==> src/rtl/awb_pkg.sv <==
package awb_pkg;
  typedef enum logic [1:0] {
    ST_IDLE,
    ST_ADDR,
    ST_DATA,
    ST_RESP
  } wr_state_e;

  localparam logic [1:0] BURST_INCR = 2'b01;
  localparam logic [1:0] RESP_OKAY  = 2'b00;
endpackage

==> src/rtl/burst_addr_gen.sv <==
module burst_addr_gen #(
  parameter int ADDR_W = 32,
  parameter int STRIDE = 8192
) (
  input  logic              clk,
  input  logic              rst,
  input  logic              load,
  input  logic              step,
  input  logic [ADDR_W-1:0] start,
  input  logic [ADDR_W-1:0] limit,
  output logic [ADDR_W-1:0] addr
);
  localparam logic [ADDR_W:0] STRIDE_X = (ADDR_W+1)'(STRIDE);

  logic [ADDR_W:0] nxt;
  logic [ADDR_W:0] span_end;
  logic            wrap;

  // span_end is the last byte the following burst would touch
  always_comb begin
    nxt      = {1'b0, addr} + STRIDE_X;
    span_end = nxt + STRIDE_X - (ADDR_W+1)'(1);
    wrap     = nxt[ADDR_W] | span_end[ADDR_W] | (span_end > {1'b0, limit});
  end

  always_ff @(posedge clk) begin
    if (rst) begin
      addr <= '0;
    end else if (load) begin
      addr <= start;
    end else if (step) begin
      addr <= wrap ? '0 : nxt[ADDR_W-1:0];
    end
  end
endmodule

==> src/rtl/wbeat_feeder.sv <==
module wbeat_feeder #(
  parameter int DATA_W = 256,
  parameter int BEATS  = 256
) (
  input  logic              clk,
  input  logic              rst,
  input  logic              active,
  input  logic              more,
  input  logic [DATA_W-1:0] in_data,
  input  logic              in_valid,
  output logic              in_ready,
  output logic              take,
  output logic [DATA_W-1:0] wdata,
  output logic              wvalid,
  output logic              wlast,
  input  logic              wready,
  output logic              burst_end
);
  localparam int CW = $clog2(BEATS) + 1;

  logic [CW-1:0] loaded;
  logic          slot;
  logic          pad;
  logic          ld;

  always_comb begin
    slot      = active && (loaded != CW'(BEATS)) && (!wvalid || wready);
    in_ready  = slot && more;
    take      = in_ready && in_valid;
    pad       = slot && !more;
    ld        = take || pad;
    burst_end = wvalid && wready && wlast;
  end

  always_ff @(posedge clk) begin
    if (rst) begin
      loaded <= '0;
      wvalid <= 1'b0;
      wlast  <= 1'b0;
      wdata  <= '0;
    end else begin
      if (ld) begin
        wdata  <= pad ? '0 : in_data;
        wvalid <= 1'b1;
        wlast  <= (loaded == CW'(BEATS - 1));
      end else if (wvalid && wready) begin
        wvalid <= 1'b0;
      end
      if (burst_end) begin
        loaded <= '0;
      end else if (ld) begin
        loaded <= loaded + CW'(1);
      end
    end
  end
endmodule

==> src/rtl/axi_burst_writer.sv <==
module axi_burst_writer
  import awb_pkg::*;
#(
  parameter int ADDR_W = 32,
  parameter int DATA_W = 256,
  parameter int BEATS  = 256,
  parameter int LEN_W  = 32,
  parameter int ID_W   = 4
) (
  input  logic                clk,
  input  logic                rst,
  input  logic                init_done,
  input  logic                req_en,
  input  logic [ADDR_W-1:0]   req_addr,
  input  logic [LEN_W-1:0]    req_len,
  input  logic [ADDR_W-1:0]   addr_limit,
  output logic                busy,
  output logic                err,
  input  logic [DATA_W-1:0]   wr_data,
  input  logic                wr_valid,
  input  logic                wr_last,
  output logic                wr_ready,
  output logic [ID_W-1:0]     m_awid,
  output logic [ADDR_W-1:0]   m_awaddr,
  output logic [7:0]          m_awlen,
  output logic [2:0]          m_awsize,
  output logic [1:0]          m_awburst,
  output logic                m_awlock,
  output logic [3:0]          m_awcache,
  output logic [2:0]          m_awprot,
  output logic [3:0]          m_awqos,
  output logic                m_awvalid,
  input  logic                m_awready,
  output logic [DATA_W-1:0]   m_wdata,
  output logic [DATA_W/8-1:0] m_wstrb,
  output logic                m_wlast,
  output logic                m_wvalid,
  input  logic                m_wready,
  input  logic [1:0]          m_bresp,
  input  logic                m_bvalid,
  output logic                m_bready
);
  localparam int BYTES  = DATA_W / 8;
  localparam int STRIDE = BEATS * BYTES;

  wr_state_e        state;
  logic             srst;
  logic             accept;
  logic             step;
  logic             take;
  logic             burst_end;
  logic             user_done;
  logic [LEN_W-1:0] user_left;
  logic             awvalid_q;
  logic             bready_q;
  logic             err_q;

  assign srst   = rst || !init_done;
  assign accept = (state == ST_IDLE) && req_en && (req_len != '0);
  assign step   = (state == ST_RESP) && m_bvalid && !user_done;

  // fixed burst attributes
  assign m_awid    = '0;
  assign m_awlen   = 8'(BEATS - 1);
  assign m_awsize  = 3'($clog2(BYTES));
  assign m_awburst = BURST_INCR;
  assign m_awlock  = 1'b0;
  assign m_awcache = '0;
  assign m_awprot  = '0;
  assign m_awqos   = '0;
  assign m_wstrb   = '1;

  assign busy      = (state != ST_IDLE);
  assign err       = err_q;
  assign m_awvalid = awvalid_q;
  assign m_bready  = bready_q;

  always_ff @(posedge clk) begin
    if (srst) begin
      state     <= ST_IDLE;
      awvalid_q <= 1'b0;
      bready_q  <= 1'b0;
      err_q     <= 1'b0;
      user_left <= '0;
      user_done <= 1'b0;
    end else begin
      bready_q <= 1'b1;
      unique case (state)
        ST_IDLE: if (accept) begin
          state     <= ST_ADDR;
          awvalid_q <= 1'b1;
          user_left <= req_len;
          user_done <= 1'b0;
        end
        ST_ADDR: if (m_awready) begin
          awvalid_q <= 1'b0;
          state     <= ST_DATA;
        end
        ST_DATA: if (burst_end) state <= ST_RESP;
        ST_RESP: if (m_bvalid) begin
          if (m_bresp != RESP_OKAY) err_q <= 1'b1;
          if (user_done) begin
            state <= ST_IDLE;
          end else begin
            state     <= ST_ADDR;
            awvalid_q <= 1'b1;
          end
        end
        default: state <= ST_IDLE;
      endcase
      if (take) begin
        user_left <= user_left - LEN_W'(1);
        if (wr_last || user_left == LEN_W'(1)) user_done <= 1'b1;
      end
    end
  end

  burst_addr_gen #(
    .ADDR_W(ADDR_W),
    .STRIDE(STRIDE)
  ) u_addr (
    .clk  (clk),
    .rst  (srst),
    .load (accept),
    .step (step),
    .start(req_addr),
    .limit(addr_limit),
    .addr (m_awaddr)
  );

  wbeat_feeder #(
    .DATA_W(DATA_W),
    .BEATS (BEATS)
  ) u_feed (
    .clk      (clk),
    .rst      (srst),
    .active   (state == ST_DATA),
    .more     (!user_done),
    .in_data  (wr_data),
    .in_valid (wr_valid),
    .in_ready (wr_ready),
    .take     (take),
    .wdata    (m_wdata),
    .wvalid   (m_wvalid),
    .wlast    (m_wlast),
    .wready   (m_wready),
    .burst_end(burst_end)
  );
endmodule

==> config.mk <==
export PLATFORM = sky130hd
export DESIGN_NAME = axi_burst_writer
export DESIGN_NICKNAME = d
export VERILOG_FILES = /design/src/rtl/awb_pkg.sv /design/src/rtl/burst_addr_gen.sv /design/src/rtl/wbeat_feeder.sv /design/src/rtl/axi_burst_writer.sv
export SDC_FILE = /design/constraint.sdc
export NUM_CORES = 1
export LEC_CHECK = 0
export CELL_PAD_IN_SITES_DETAIL_PLACEMENT = 0
export CELL_PAD_IN_SITES_GLOBAL_PLACEMENT = 1
export CORE_AREA = 4 4 275 277
export CTS_CLUSTER_DIAMETER = 150
export DETAILED_ROUTE_END_ITERATION = 10
export DIE_AREA = 0 0 279 281
export GPL_TIMING_DRIVEN = 0
export PLACE_DENSITY = 0.71
export SETUP_SLACK_MARGIN = 0.4
export SLEW_MARGIN = 40
export SYNTH_ARGS = -nofsm -noshare
export SYNTH_HDL_FRONTEND = slang
export SYNTH_SLANG_ARGS = --single-unit
==> constraint.sdc <==
create_clock -name clk -period 6 [get_ports clk]
set_input_delay 1.2 -clock clk [delete_from_list [all_inputs] [get_ports clk]]
set_output_delay 1.2 -clock clk [all_outputs]
set_load 0.03 [all_outputs]
==> flow_summary.json <==
{
  "grt_usage": 0.1704,
  "gp_routability_congestion": 0.8624,
  "p_leak_uw": 0.008586,
  "vias": 15800,
  "cts-htree-levels": 2,
  "die_h_um": 281,
  "start_util": 0.2024,
  "whs_ps": 454.2,
  "synth_most_common_cell": "dfxtp_1",
  "required_ps": 6440,
  "fmax_mhz": 190.2,
  "grt_pass1_wl_um": 103100,
  "maxCapViolations": 0,
  "start_kind": "flip-flop",
  "drt_iter0_markers": 972,
  "routedWlPerCell_um": 20.53,
  "path_max_fanout": 10,
  "pin_count": 719,
  "clk_path_buf_depth": 3,
  "route.detailed.drc": 0,
  "die_area_um2": 78400,
  "yosysSeqAreaShare": 0.4575,
  "synth-seq-cells": 337,
  "finalCriticalPeriod_ps": 5257,
  "critPathKind": "reg -> reg",
  "synth_cell_types": 67,
  "grt_max_degree": 13,
  "portBuffers": 656,
  "worst_pin_slew_ps": 865.8,
  "core-area_um2": 72830,
  "yosysTopAreaCellShare": 0.4575,
  "reg2reg_depth": 19,
  "ys_top_cells_by_count": "dfxtp_1, nor2_1, a22oi_1",
  "ant_nets": 0,
  "hp-class": "reg -> reg",
  "grt_pass1_vias": 16080,
  "syn_area_per_cell_um2": 8.715,
  "synthCells": 1692,
  "root_buffer": "clkbuf_16",
  "finalClockSkew_ps": 22.83,
  "syn_to_final_growth_pct": 64.49,
  "cts_tree": "built",
  "slew_headroom": 0.4228,
  "syn_area_um2": 14750,
  "hold_viol": 0,
  "slew_violations": 0,
  "fin_tns_setup_ps": 0,
  "finalCritPeriodShare": 0.8761,
  "drive_gt1_frac": 0.06942,
  "antenna_found_initial": 14,
  "vias_per_cell": 4.573,
  "setup_violations": 0,
  "rsz0062_at_grt": "false",
  "synthArstFlopShare": 0,
  "yosys_warnings": 0,
  "clock_sinks": 337,
  "cts_buffers": 43,
  "wirelength_um": 70920,
  "hold_depth": 2,
  "nNetsFinal": 2869,
  "clk_pin_slew_ps": 60,
  "dp_hpwl_um": 56500,
  "synth_top_cell_by_area": "dfxtp_1",
  "placementRows": 99,
  "ys_top_cells_by_area": "dfxtp_1, a22oi_1, nor2_1",
  "die_w_um": 279,
  "endpoint_kind": "flip-flop",
  "power_density_nw_per_um2": 231.1,
  "synth_edf_count": 0,
  "dr.pass1.iters": 5,
  "status": "completed",
  "synth_ff_type": "dfxtp_1",
  "ir_drop_mv": 0.1652,
  "critPathArrivalTime_ps": 5700,
  "clk_latency_ps": 570,
  "grt-ovfl-total": 0
}
==> report_power, final <==
part	switching, uW	total [uW]	internal, uW
registers	29.7	2290	2260
clock network	1080	2520	1440
logic	402	791	389
total	1520	5600	4090
==> area by class of cell <==
class	instances	area [um2]
fill	7513	48580
inverter	52	195.2
timing repair buffer	664	6631
tap	959	1200
clock inverter	21	141.4
antenna	3	7.507
clock buffer	56	1216
buffer	181	933.4
sequential	337	6748
multi-input combinational	1181	7182
==> sequential cells by signal (all words and copies together) (netlist names), 2 cells and up <==
| name | count |
|---|---|
| u_feed.loaded | 9 |
| u_feed.wdata | 256 |
| user_left | 32 |
| state | 2 |
| u_addr.addr | 32 |
==> cell families (layout without fill, tap and decap cells) <==
| kind of cell | Yosys count | in the layout | share of synthesized area |
|---|---|---|---|
| buffers and inverters | 233 | 974 | 0.07594 |
| other | 2 | 64 | 0.0005093 |
| and+or+nand+nor | 562 | 562 | 0.1738 |
| xor gates and xnor gates | 47 | 47 | 0.02792 |
| DFF | 337 | 337 | 0.4575 |
| AOI/OAI and AO/OA | 464 | 464 | 0.2246 |
| muxes | 1 | 1 | 0.0006789 |
| adders and majority gates | 46 | 46 | 0.03903 |
==> placed cells by master (no fill, tap or decap), types with 6 or more instances in the layout <==
cell type and n:
or4_1 9, a22oi_1 260, nand3_1 20, a22o_1 14, nor4_1 17, clkbuf_8 7, xnor2_1 27, a31oi_1 7
clkbuf_16 44, clkbuf_2 6, buf_4 70, a221oi_1 7, nor3_1 37, dfxtp_1 336, and3_1 16, nand2_1 61
o22ai_1 14, nor3b_1 6, inv_1 52, a211oi_1 13, and2_1 7, or3_1 13, clkdlybuf4s50_1 656, xor2_1 19
o21ai_0 47, nand2b_1 8, nand4_1 15, buf_2 6, nor2_1 323, o211a_1 6, clkbuf_1 108, ha_1 45
conb_1 61, a21oi_1 51, clkinv_2 12
==> critical path, cell delays in order (launching register included) <==
cell       delay (ps)
dfxtp_1           480
inv_1              80
ha_1              230
nor3b_1           200
and2_1            270
a2111oi_4         570
nand2_1           110
or4_1             550
nor2_1            150
xnor2_1            80
ha_1              310
nand4b_1          100
buf_4             170
or4_1             520
o211ai_1          100
o21ai_0           120
a32oi_2           410
buf_2             320
o22ai_1            90
a221o_1           280
==> routing by layer <==
layer  vias to the layer above  global-route usage  routed length [um]
met1                      7526              0.1956               27540
met4                        16             0.04016                1365
met2                       614              0.3067               35890
li1                       7535                   -                   -
met3                       104             0.05632                6043
met5                         -                   0                  84
==> metrics by stage <==
step | cells | power (uW) | setup slack (ps) | instance area, um2 | utilization
4_1_cts | 3447 | 5693 | 452.2 | 24190 | 0.3321
3_5_place_dp | 3368 | 3119 | -382.5 | 22770 | 0.3127
2_1_floorplan | 1751 | 2714 | 966.9 | 14970 | -
6_report | 3454 | 5604 | 743.1 | 24250 | 0.3330
5_1_grt | 3453 | 5856 | 406.7 | 24250 | 0.3330
3_3_place_gp | 3366 | 3108 | -685.4 | 22730 | 0.3121
==> path summary, 6_finish.rpt <==
kind / start / end / slack, ps
max: u_addr.addr[0] / u_addr.addr[26] / 740
max reg2reg: u_addr.addr[0] / u_addr.addr[26] / 740
min: err / err / 450
min reg2reg: err / err / 450
==> repair_timing <==
action | CTS | global route
hold buffers | 0 | 0
pin swaps | 2 | 3
setup endpoints to repair | 32 | 31
gates resized for setup | 7 | 8
buffers inserted | 2 | 4
Power figures use the tool's default switching activity.
